[config.mk]
export PLATFORM = sky130hd
export DESIGN_NAME = gpm_pad_ctrl
export DESIGN_NICKNAME = d
export VERILOG_FILES = /design/src/rtl/gpm_pkg.sv /design/src/rtl/gpm_af_sel.sv /design/src/rtl/gpm_drive_dec.sv /design/src/rtl/gpm_in_sync.sv /design/src/rtl/gpm_pad_ctrl.sv
export SDC_FILE = /design/constraint.sdc
export NUM_CORES = 1
export LEC_CHECK = 0
export BUFFER_PORTS_ARGS = -buffer_cell sky130_fd_sc_hd__buf_2
export CORE_AREA = 3 3 336 338
export DETAILED_ROUTE_END_ITERATION = 10
export DIE_AREA = 0 0 339 341
export GPL_TIMING_DRIVEN = 0
export PLACE_DENSITY_LB_ADDON = 0.2
export SLEW_MARGIN = 20
export SYNTH_ARGS = -nofsm -noshare
export SYNTH_HDL_FRONTEND = slang
export SYNTH_SLANG_ARGS = --single-unit
[constraint.sdc]
create_clock -name clk -period 4.4 [get_ports clk]
set_input_delay 0.66 -clock clk [delete_from_list [all_inputs] [get_ports clk]]
set_output_delay 0.66 -clock clk [all_outputs]
set_load 0.005 [all_outputs]
[src/rtl/gpm_pkg.sv]
// Shared encodings for the pad mode control block.
// Assumes the 2-bit mode code is stored as given by the configuration registers.
package gpm_pkg;
    typedef enum logic [1:0] {
        MD_IN  = 2'b00,
        MD_GPO = 2'b01,
        MD_ALT = 2'b10,
        MD_ANA = 2'b11
    } pin_mode_e;

    localparam logic [1:0] PULL_UP   = 2'b01;
    localparam logic [1:0] PULL_DOWN = 2'b10;

    typedef struct packed {
        logic oe;
        logic dout;
        logic od;
        logic pu;
        logic pd;
        logic ie;
    } pad_ctl_t;
endpackage

[src/rtl/gpm_af_sel.sv]
// One pin's alternate-function switch: a single selector picks which
// peripheral output drives the pin and which peripheral input sees the pin.
// Assumes in_bit is already synchronized to clk.
module gpm_af_sel #(
    parameter int NAF = 16,
    localparam int SW = $clog2(NAF)
) (
    input  logic [SW-1:0]  sel,
    input  logic [NAF-1:0] af_out,
    input  logic           in_bit,
    input  logic           in_en,
    output logic           af_val,
    output logic [NAF-1:0] af_in
);
    // Output side: pick the selected peripheral output.
    always_comb af_val = af_out[sel];

    // Input side: demultiplex the pad level to the selected peripheral only.
    always_comb begin
        af_in      = '0;
        af_in[sel] = in_bit & in_en;
    end
endmodule

[src/rtl/gpm_drive_dec.sv]
// Decodes one pin's mode, drive type and pull code into pad controls.
// Assumes af_val is the already selected alternate-function output.
module gpm_drive_dec
    import gpm_pkg::*;
(
    input  logic [1:0] mode,
    input  logic       otype,
    input  logic [1:0] pull,
    input  logic       odata,
    input  logic       af_val,
    output pad_ctl_t   ctl
);
    logic drv;
    logic active;

    // Select the drive source and whether the driver is in use at all.
    always_comb begin
        active = (mode == MD_GPO) || (mode == MD_ALT);
        drv    = (mode == MD_ALT) ? af_val : odata;
    end

    // Build the pad controls; open-drain only ever drives a low level.
    always_comb begin
        ctl    = '0;
        ctl.ie = (mode != MD_ANA);
        if (active) begin
            if (otype) begin
                ctl.od   = 1'b1;
                ctl.oe   = ~drv;
                ctl.dout = 1'b0;
            end else begin
                ctl.oe   = 1'b1;
                ctl.dout = drv;
            end
        end
        ctl.pu = (mode != MD_ANA) && (pull == PULL_UP);
        ctl.pd = (mode != MD_ANA) && (pull == PULL_DOWN);
    end
endmodule

[src/rtl/gpm_in_sync.sv]
// Two-flop synchronizer per pad followed by the input data register.
// Assumes pad_in is asynchronous to clk; ie masks pins with the buffer off.
module gpm_in_sync #(
    parameter int NPIN = 16
) (
    input  logic            clk,
    input  logic            rst_n,
    input  logic [NPIN-1:0] pad_in,
    input  logic [NPIN-1:0] ie,
    output logic [NPIN-1:0] sync_q,
    output logic [NPIN-1:0] in_data
);
    logic [NPIN-1:0] s1;

    // Synchronize the pads and capture the masked level every cycle.
    always_ff @(posedge clk) begin
        if (!rst_n) begin
            s1      <= '0;
            sync_q  <= '0;
            in_data <= '0;
        end else begin
            s1      <= pad_in;
            sync_q  <= s1;
            in_data <= sync_q & ie;
        end
    end

    for (genvar i = 0; i < NPIN; i++) begin : g_chk
        AST_IDR_MASKED: assert property (@(posedge clk) disable iff (!rst_n)
            !ie[i] |=> !in_data[i]);
    end
endmodule

[src/rtl/gpm_pad_ctrl.sv]
// Pad mode control multiplexer for a port of NPIN pins.
// Per pin: decodes mode/drive type/pull into pad controls, routes one of NAF
// alternate functions both ways, and samples pads into an input register.
// Assumes configuration inputs are static registers in the clk domain.
module gpm_pad_ctrl
    import gpm_pkg::*;
#(
    parameter int NPIN = 16,
    parameter int NAF  = 16,
    localparam int SW   = $clog2(NAF),
    localparam int LO_N = NPIN / 2,
    localparam int HI_N = NPIN - LO_N
) (
    input  logic                clk,
    input  logic                rst_n,
    input  logic [2*NPIN-1:0]   cfg_mode,
    input  logic [NPIN-1:0]     cfg_otype,
    input  logic [2*NPIN-1:0]   cfg_pull,
    input  logic [2*NPIN-1:0]   cfg_speed,
    input  logic [LO_N*SW-1:0]  cfg_af_lo,
    input  logic [HI_N*SW-1:0]  cfg_af_hi,
    input  logic [NPIN-1:0]     out_data,
    input  logic [NPIN*NAF-1:0] af_out,
    input  logic [NPIN-1:0]     pad_in,
    output logic [NPIN-1:0]     pad_oe,
    output logic [NPIN-1:0]     pad_do,
    output logic [NPIN-1:0]     pad_od,
    output logic [NPIN-1:0]     pad_pu,
    output logic [NPIN-1:0]     pad_pd,
    output logic [NPIN-1:0]     pad_ie,
    output logic [2*NPIN-1:0]   pad_speed,
    output logic [NPIN*NAF-1:0] af_in,
    output logic [NPIN-1:0]     in_data
);
    logic [NPIN-1:0] sync_q;

    // Speed field is not interpreted here.
    always_comb pad_speed = cfg_speed;

    gpm_in_sync #(.NPIN(NPIN)) u_sync (
        .clk     (clk),
        .rst_n   (rst_n),
        .pad_in  (pad_in),
        .ie      (pad_ie),
        .sync_q  (sync_q),
        .in_data (in_data)
    );

    for (genvar p = 0; p < NPIN; p++) begin : g_pin
        logic [SW-1:0] sel;
        logic          af_val;
        pad_ctl_t      ctl;

        if (p < LO_N) begin : g_lo
            always_comb sel = cfg_af_lo[p*SW +: SW];
        end else begin : g_hi
            always_comb sel = cfg_af_hi[(p-LO_N)*SW +: SW];
        end

        gpm_af_sel #(.NAF(NAF)) u_af (
            .sel    (sel),
            .af_out (af_out[p*NAF +: NAF]),
            .in_bit (sync_q[p]),
            .in_en  (ctl.ie),
            .af_val (af_val),
            .af_in  (af_in[p*NAF +: NAF])
        );

        gpm_drive_dec u_dec (
            .mode   (cfg_mode[2*p +: 2]),
            .otype  (cfg_otype[p]),
            .pull   (cfg_pull[2*p +: 2]),
            .odata  (out_data[p]),
            .af_val (af_val),
            .ctl    (ctl)
        );

        // Unpack the per-pin control struct onto the port vectors.
        always_comb begin
            pad_oe[p] = ctl.oe;
            pad_do[p] = ctl.dout;
            pad_od[p] = ctl.od;
            pad_pu[p] = ctl.pu;
            pad_pd[p] = ctl.pd;
            pad_ie[p] = ctl.ie;
        end

        AST_GPO_DRIVE: assert property (@(posedge clk) disable iff (!rst_n)
            (cfg_mode[2*p +: 2] == MD_GPO && !cfg_otype[p]) |-> (pad_oe[p] && pad_do[p] == out_data[p]));
        AST_OD_LOW_ONLY: assert property (@(posedge clk) disable iff (!rst_n)
            (pad_od[p] && pad_oe[p]) |-> !pad_do[p]);
        AST_PULL_EXCL: assert property (@(posedge clk) disable iff (!rst_n)
            !(pad_pu[p] && pad_pd[p]));
        AST_ANALOG_OFF: assert property (@(posedge clk) disable iff (!rst_n)
            (cfg_mode[2*p +: 2] == MD_ANA) |-> !(pad_oe[p] || pad_ie[p] || pad_pu[p] || pad_pd[p]));
        AST_AF_ONEHOT: assert property (@(posedge clk) disable iff (!rst_n)
            $onehot0(af_in[p*NAF +: NAF]));
        AST_INPUT_MODE: assert property (@(posedge clk) disable iff (!rst_n)
            (cfg_mode[2*p +: 2] == MD_IN) |-> (!pad_oe[p] && pad_ie[p]));
    end
endmodule

# Word level (Yosys, flattened, before mapping)
# Index checks and enable logic that the tools add are counted.
# W data, S select, Z words.
[totals]
reg_bits = 48
inputBits = 466
wordCells = 356
[op_classes]
magnitude_cmp = 32
eq_ne = 80
n_mux = 128
bitwise_logic = 49
n_reduce_logical = 64
[op_table]
columns = ["cell", "count"]
rows = [
  ["$and A16 B16 Y16", 17],
  ["$lt A4 B5 Y1 const B", 16],
  ["$bmux W1 S4", 16],
  ["$demux W1 S4", 16],
  ["$eq A2 B1 Y1 const B", 32],
  ["$eq A2 B2 Y1 const B", 32],
  ["$ge A4 B1 Y1 const B", 16],
  ["$mux W1", 64],
  ["$logic_and A1 B1 Y1", 48],
  ["$mux W3", 16],
  ["$mux W2", 16],
  ["$ne A2 B2 Y1 const B", 16],
  ["$and A1 B1 Y1", 16],
  ["$logic_or A1 B1 Y1", 16],
  ["$not A1 Y1", 16],
]

# Longest topological paths before layout
# Gate-level depths: netlist (run 1).
[depth]
ltp_word = 6
mapped_depth = 5
ltp_nobuf = 5

# Hierarchy
# From an unflattened synthesis (run 1), not the netlist that was laid out.
[hier_totals]
hier_cells = 917
hier_area_um2 = 7267.0
[modules_own_cells]
columns = ["mod", "n_inst", "cells_per_inst", "area_per_inst_um2"]
rows = [
  ["gpm_af_sel", 16, 38, 277.8],
  ["gpm_in_sync", 1, 101, 1301.2],
  ["gpm_drive_dec", 16, 11, 80.1],
  ["gpm_pad_ctrl", 1, 32, 240.2],
]

# Worst setup path after synthesis (run 1)
# OpenSTA, ideal clock, no wires.
[synth_path]
path_type = "input-to-output"
startpoint = "input cfg_af_hi[16]"
endpoint = "output pad_do[12]"
t_arrival_ns = 1.891
setup_slack_ns = 1.849
stages = 4
path_buffers = 1
path_cell_list = "clkbuf_1 > mux4_2 > o211a_1 > nor4_2"
[synth_between]
elab_chain_cells = 5
[synth_rtl]
columns = ["item", "line", "text"]
rows = [
  ["start, declared", "gpm_pad_ctrl.sv:21", "input logic [HI_N*SW-1:0] cfg_af_hi,"],
  ["$bmux W1 S4", "gpm_af_sel.sv:16", "always_comb af_val = af_out[sel];"],
  ["$mux W1 (implied by the code)", "gpm_af_sel.sv:16", ""],
  ["$mux W1", "gpm_drive_dec.sv:19", "drv = (mode == MD_ALT) ? af_val : odata;"],
  ["$mux W2", "gpm_drive_dec.sv:27", "if (otype) begin"],
  ["$mux W3", "gpm_drive_dec.sv:26", "if (active) begin"],
  ["end, declared", "gpm_pad_ctrl.sv:26", "output logic [NPIN-1:0] pad_do,"],
]
# No other way between the ends. The select of a mux whose other input is x is not followed.

# Worst setup path after layout (run 1)
[layout_path]
startpoint = "input cfg_af_hi[8]"
endpoint = "output pad_oe[10]"
[layout_between]
elab_chain_cells = 6
[layout_rtl]
columns = ["item", "line", "text"]
rows = [
  ["$bmux W1 S4", "gpm_af_sel.sv:16", ""],
  ["$mux W1 (implied by the code)", "gpm_af_sel.sv:16", ""],
  ["$mux W1", "gpm_drive_dec.sv:19", ""],
  ["$not A1 Y1", "gpm_drive_dec.sv:29", "ctl.oe = ~drv;"],
  ["$mux W2", "gpm_drive_dec.sv:27", ""],
  ["$mux W3", "gpm_drive_dec.sv:26", ""],
  ["end, declared", "gpm_pad_ctrl.sv:25", "output logic [NPIN-1:0] pad_oe,"],
]
# No other way between the ends. The select of a mux whose other input is x is not followed.

==> summary.txt, run 1 <==
Run status
  • Status: completed

Clock tree
  • Postcts setup bufs: 0
  • CTS Buf Count: 5
  • Clock transition at the registers of the reported paths: 0.08 ns
  • H-tree depth: 2
  • CTS resizes: 0
  • CTS Buffer Depth: 2
  • Latest clock arrival within the worst-skew pair: 0.34 ns
  • Clock Tree Root: clkbuf_16
  • TritonCTS clock tree: yes
  • Post-CTS Hold Fix Bufs: 0
  • Sink Count: 48

Synthesis
  • Synth top area share: 12.8%
  • Post-Syn Nets: 1490
  • Synth area leaders: dfxtp_1, mux2i_1, nor2_1
  • Sequential-to-total area share from yosys stat: 12.8%
  • Post-synth EDFFs: 0
  • Avg Inst Size Synth: 7.58 sq um
  • Cells after Synth: 992
  • Area leader, netlist: dfxtp_1
  • Yosys cell types: 35
  • Commonest register cell after synthesis: dfxtp_1
  • Synth Warn #: 0
  • Netlist Area Pre-Place: 0.00752 sq mm
  • Synthesis-stage register bit count: 48
  • Synth async-reset ratio: 0%

Pwr
  • Combinational Power Share: 49.2%
  • Clock Power Share: 26.9%
  • Worst vdd ir: 0.140 mV
  • Pleak: 6.76 nW
  • PwrDens: 141 mW/mm^2
  • Seq pwr share: 23.9%
  • Internal power: 1.15 mW
  • Sw frac: 39.6%
  • Psw: 0.758 mW

GRT
  • Grt peak-use layer: met2
  • Number of global-route vias before repair: 10700
  • Gr usage total: 10.6%
  • Gr ovfl total: 0
  • Met3 Use GR: 3.25%
  • Met2 Use GR: 18.5%
  • Initial antenna violation count: 24
  • First-pass GRT wire length: 85.9 mm
  • Met1 usage: 12.6%
  • Largest net degree at the start of global routing: 14

Worst hold path
  • Hold crit path type: register to register
  • Hold depth: 1

Layout
  • Most frequent cells in the layout: buf_2, nor2_1, mux2i_1
  • Most common library cell in the layout ignoring fill and taps: buf_2
  • Layout cells sized above 1: 53.2%
  • Final net count: 2285
  • Syn-to-layout area delta: 79.8%

STA
  • Actual slew at the worst max-slew pin: 0.998 ns
  • Min Tclk post-route: 3.76 ns
  • Final Skew: 0.00943 ns
  • F_max: 0.266 GHz
  • Post-route setup slack: 0.643 ns
  • Setup Viol. Count Final: 0
  • Setup repair after global routing missed its margin: no
  • Max Slew Vio Count: 0
  • Slew headroom: 33.4%
  • Setup TNS: 0 ns
  • Post-route clock period utilization: 85.4%
  • Hold Violations, Final: 0

Route
  • Post-DR wirelength/cell: 19.8 microns
  • DR iter-0 viols: 345
  • DRT Pass-1 Iters: 6
  • DR vias/cell: 3.16
  • Via count: 10400
  • DRC Markers: 0
  • Total Wirelength: 65.2 mm
  • Final antenna-violating net count: 0

Worst setup path
  • FF-to-FF path depth: 2
  • WS Path Type: input port to output pin
  • Crit start category: input port
  • Crit path DAT: 3.10 ns
  • Critical Path Sink Type: output pin
  • CP required: 3.74 ns
  • CP max FO: 10

Floorplan
  • Die area: 0.116 sq mm
  • # rows: 122
  • Num ports: 866
  • Initial core utilization: 6.81%
  • Die width: 339 microns
  • Die Height: 341 microns
  • Placeable core region: 0.110 sq mm

Flow run
  • Max Cap Violations: 0

Placement
  • GP Congestion: 0.860
  • Place WS: 0.218 ns
  • IO buf count: 788
  • DP HPWL: 58.9 mm
-- cell type report --
cell class                 instances  area [sq um]
clock inverter                     1          30.0
tap                             1488          1860
multi-input combinational        795          5710
timing repair buffer             788          3940
clock buffer                       5           125
sequential                        48           961
antenna                           15          37.5
inverter                          35           131
fill                           13000         96800
buffer                           114           719
-- stage by stage --
step,cell area (sq um),hold slack (ns),power [mW],instances,util (%)
global placement,13300,0.417,1.44,3268,12.1
CTS,13500,0.441,2.02,3274,12.2
global route,13500,0.454,2.08,3275,12.2
finish,13500,0.436,1.91,3289,12.3
detailed placement,13300,0.419,1.43,3268,12.1
floorplan,7520,0.406,0.902,992,-
-- Yosys cell counts (all sizes together) (5+ instances only) --
| cell type | n |
|---|---|
| nor3 | 64 |
| nor2 | 219 |
| o21ba | 14 |
| o211a | 14 |
| nand2b | 39 |
| or3 | 7 |
| o221a | 16 |
| nand2 | 28 |
| nor3b | 32 |
| clkbuf | 49 |
| or2b | 14 |
| inv | 35 |
| nand3b | 36 |
| o21ai | 15 |
| mux4 | 32 |
| nor4 | 14 |
| dfxtp | 48 |
| or3b | 10 |
| nand3 | 26 |
| buf | 65 |
| nand4 | 5 |
| ha | 32 |
| and2 | 42 |
| nor2b | 26 |
| mux2i | 92 |
| and3 | 7 |
-- critical path: stages --
cell	delay (ns)
buf_2	0.15
buf_2	0.46
mux2i_1	0.64
o221a_2	0.35
o211ai_1	0.12
a31oi_1	0.48
buf_2	0.22
-- power groups by stage --
stage | Combinational (mW) | Sequential, mW | Clock, mW
global placement | 0.969 | 0.467 | 0
finish | 0.940 | 0.457 | 0.514
detailed placement | 0.966 | 0.468 | 0
global route | 1.03 | 0.460 | 0.584
CTS | 0.971 | 0.458 | 0.587
floorplan | 0.438 | 0.465 | 0
-- layer usage --
metal  vias up  wire length [microns]
met5         -                     50
met3        69                   5220
met2       522                  31600
li1       5016                      -
met1      4778                  26500
met4         8                   1810
-- path summary, 6_finish.rpt --
kind	slack (ns)	startpoint	to
worst min register to register	0.44	u_sync.s1[0]	u_sync.sync_q[0]
worst max register to register	3.31	u_sync.sync_q[10]	u_sync.in_data[10]
worst max-delay path	0.64	cfg_af_hi[8]	pad_oe[10]
worst min-delay path	0.44	u_sync.s1[0]	u_sync.sync_q[0]
-- registers in the layout (all words and copies together) (netlist names) --
signal	cells
u_sync.s1	16
u_sync.sync_q	16
u_sync.in_data	16
-- kinds of logic (layout without fill, tap and decap cells) --
logic type      after synthesis  after routing  share of synthesized area, %
compound gates               67             67                          7.94
buf+inv                     149            943                          11.3
mux                         126            126                          22.1
flops                        48             48                          12.8
fa+ha+maj                    32             32                          5.32
simple gates                570            570                          40.6
other cells                   0             15                             0
Power figures use the tool's default switching activity.
==> run 2: changes to the inputs <==
Settings changed: CELL_PAD_IN_SITES_DETAIL_PLACEMENT set to 0, CELL_PAD_IN_SITES_GLOBAL_PLACEMENT set to 1, CORE_AREA 3 3 336 338 to 3 3 341 343, DIE_AREA 0 0 339 341 to 0 0 344 346.
==> run 2 against run 1 <==
  * Worst hold slack worse by 0.0038 ns
  * Clock skew down 0.0024 ns
  * Worst setup slack better by 0.23 ns
  * Global-route usage down 0.94 points
  * Combinational power down 3.5%
  * Core utilization down 0.38 points
  * Count of clock-buffer cells in the layout unchanged
  * Cell area about the same
  * Largest power group unchanged
  * Highest routed layer unchanged
==> summary.txt, run 2 (synthesis results as in run 1) <==
Pwr
  • PwrDens: 134 mW/mm^2
  • Worst vdd ir: 0.127 mV
  • Pleak: 6.76 nW

STA
  • Hold Violations, Final: 0
  • Setup repair after global routing missed its margin: no
  • Final Skew: 0.00707 ns
  • Post-route clock period utilization: 80.2%
  • Setup TNS: 0 ns
  • Slew headroom: 38.7%
  • Actual slew at the worst max-slew pin: 0.920 ns
  • Max Slew Vio Count: 0
  • Min Tclk post-route: 3.53 ns
  • Setup Viol. Count Final: 0
  • Worst hold slack: 0.432 ns
  • F_max: 0.283 GHz

Layout
  • Syn-to-layout area delta: 79.8%
  • Final net count: 2285
  • Final Cell Area: 0.0135 sq mm
  • Most common library cell in the layout ignoring fill and taps: buf_2
  • Post-layout util: 11.9%
  • Most frequent cells in the layout: buf_2, nor2_1, mux2i_1
  • Fillers: 13400
  • Biggest regs: u_sync.in_data (16), u_sync.s1 (16), u_sync.sync_q (16)
  • Register area: 961 sq um
  • Layout cells sized above 1: 53.3%
  • Multi-input logic area: 0.00571 sq mm

Floorplan
  • Num ports: 866
  • Placeable core region: 0.114 sq mm
  • # rows: 124
  • Die width: 344 microns
  • Initial core utilization: 6.60%
  • Die Height: 346 microns
  • Die area: 0.119 sq mm

Clock tree
  • Clock transition at the registers of the reported paths: 0.09 ns
  • CTS Buffer Depth: 2
  • Postcts setup bufs: 0
  • Latest clock arrival within the worst-skew pair: 0.32 ns
  • Post-CTS Hold Fix Bufs: 0
  • CTS Buf Count: 5
  • TritonCTS clock tree: yes
  • Clock Tree Root: clkbuf_16
  • CTS resizes: 0
  • Sink Count: 48
  • H-tree depth: 2

GRT
  • Initial antenna violation count: 16
  • First-pass GRT wire length: 82.5 mm
  • Largest net degree at the start of global routing: 17
  • Gr usage total: 9.68%
  • Number of global-route vias before repair: 10700
  • Gr ovfl total: 0

Route
  • DR vias/cell: 3.16
  • Routed length on met1: 24.1 mm
  • Metal3 WL: 5.52 mm
  • DR iter-0 viols: 361
  • Highest metal used: met5
  • Post-DR wirelength/cell: 18.8 microns
  • DRT Pass-1 Iters: 7
  • DRC Markers: 0
  • Final antenna-violating net count: 0
  • Via count: 10400
  • Total Wirelength: 62.0 mm
  • Met2 wire length: 31.9 mm

Worst setup path
  • CP max FO: 10
  • WS Path Type: input port to output pin
  • Cell breakdown of the critical path: clkbuf_1, mux4_2, o211ai_1, a31oi_1, buf_2
  • Critical Path Max Stage Delay: 0.76 ns
  • Delay-heaviest family, CP: buffers and inverters
  • Crit start category: input port
  • Crit path DAT: 2.87 ns
  • CP required: 3.74 ns
  • Critical Path Sink Type: output pin
  • Crit path buffers/inverters: 2
  • Slowest-stage cell, CP: mux4_2

Worst hold path
  • Hold crit path type: register to register

Placement
  • Placed instance area: 0.0134 sq mm
  • IO buf count: 788
  • DP HPWL: 56.7 mm
  • GP Congestion: 0.905

Flow run
  • Max Cap Violations: 0

Run status
  • Status: completed
[run 2: cell count changes in the layout (fill, tap and decap cells not counted)]
cell        before  now
bufinv_16        1    0
clkinv_4         0    1
clkbuf_2         2    3
clkinvlp_4       0    2
diode_2         15    4
clkbuf_1        47   46
[run 2: final timing paths]
check	startpoint	endpoint	slack (ns)	cells after the start
worst max-delay path	cfg_af_hi[10]	pad_oe[10]	0.87	5
worst min-delay path	u_sync.s1[5]	u_sync.sync_q[5]	0.43	1
worst min register to register	u_sync.s1[5]	u_sync.sync_q[5]	0.43	1
worst max register to register	u_sync.sync_q[9]	u_sync.in_data[9]	3.24	2
[run 2: final cells by class]
class	instances	area share (%)
inverter	35	0.972
antenna	4	0.0740
buffer	114	5.33
sequential	48	7.11
clock inverter	3	0.176
timing repair buffer	788	29.2
tap	1512	14.0
multi-input combinational	795	42.2
clock buffer	5	0.925
[run 2: routing by layer]
metal  up-vias  track usage (%)
met2       490             18.1
met4         6            0.905
met1      4910             11.0
met3        23             3.06
li1       5003                -
met5         -                0
[run 2: metrics by stage]
stage	setup WS [ns]	cells	total power [mW]
2_1_floorplan	1.85	992	0.902
3_3_place_gp	0.655	3292	1.40
3_5_place_dp	0.629	3292	1.40
4_1_cts	0.630	3300	1.90
5_1_grt	0.638	3302	1.98
6_report	0.870	3304	1.82
[run 2: report_power, final]
| group | switching (mW) | total (mW) | leakage [nW] | internal [mW] |
|---|---|---|---|---|
| Clock | 0.237 | 0.451 | 0.0661 | 0.214 |
| Sequential | 0.00687 | 0.458 | 0.395 | 0.451 |
| Combinational | 0.470 | 0.907 | 6.29 | 0.437 |
| Total | 0.714 | 1.82 | 6.76 | 1.10 |
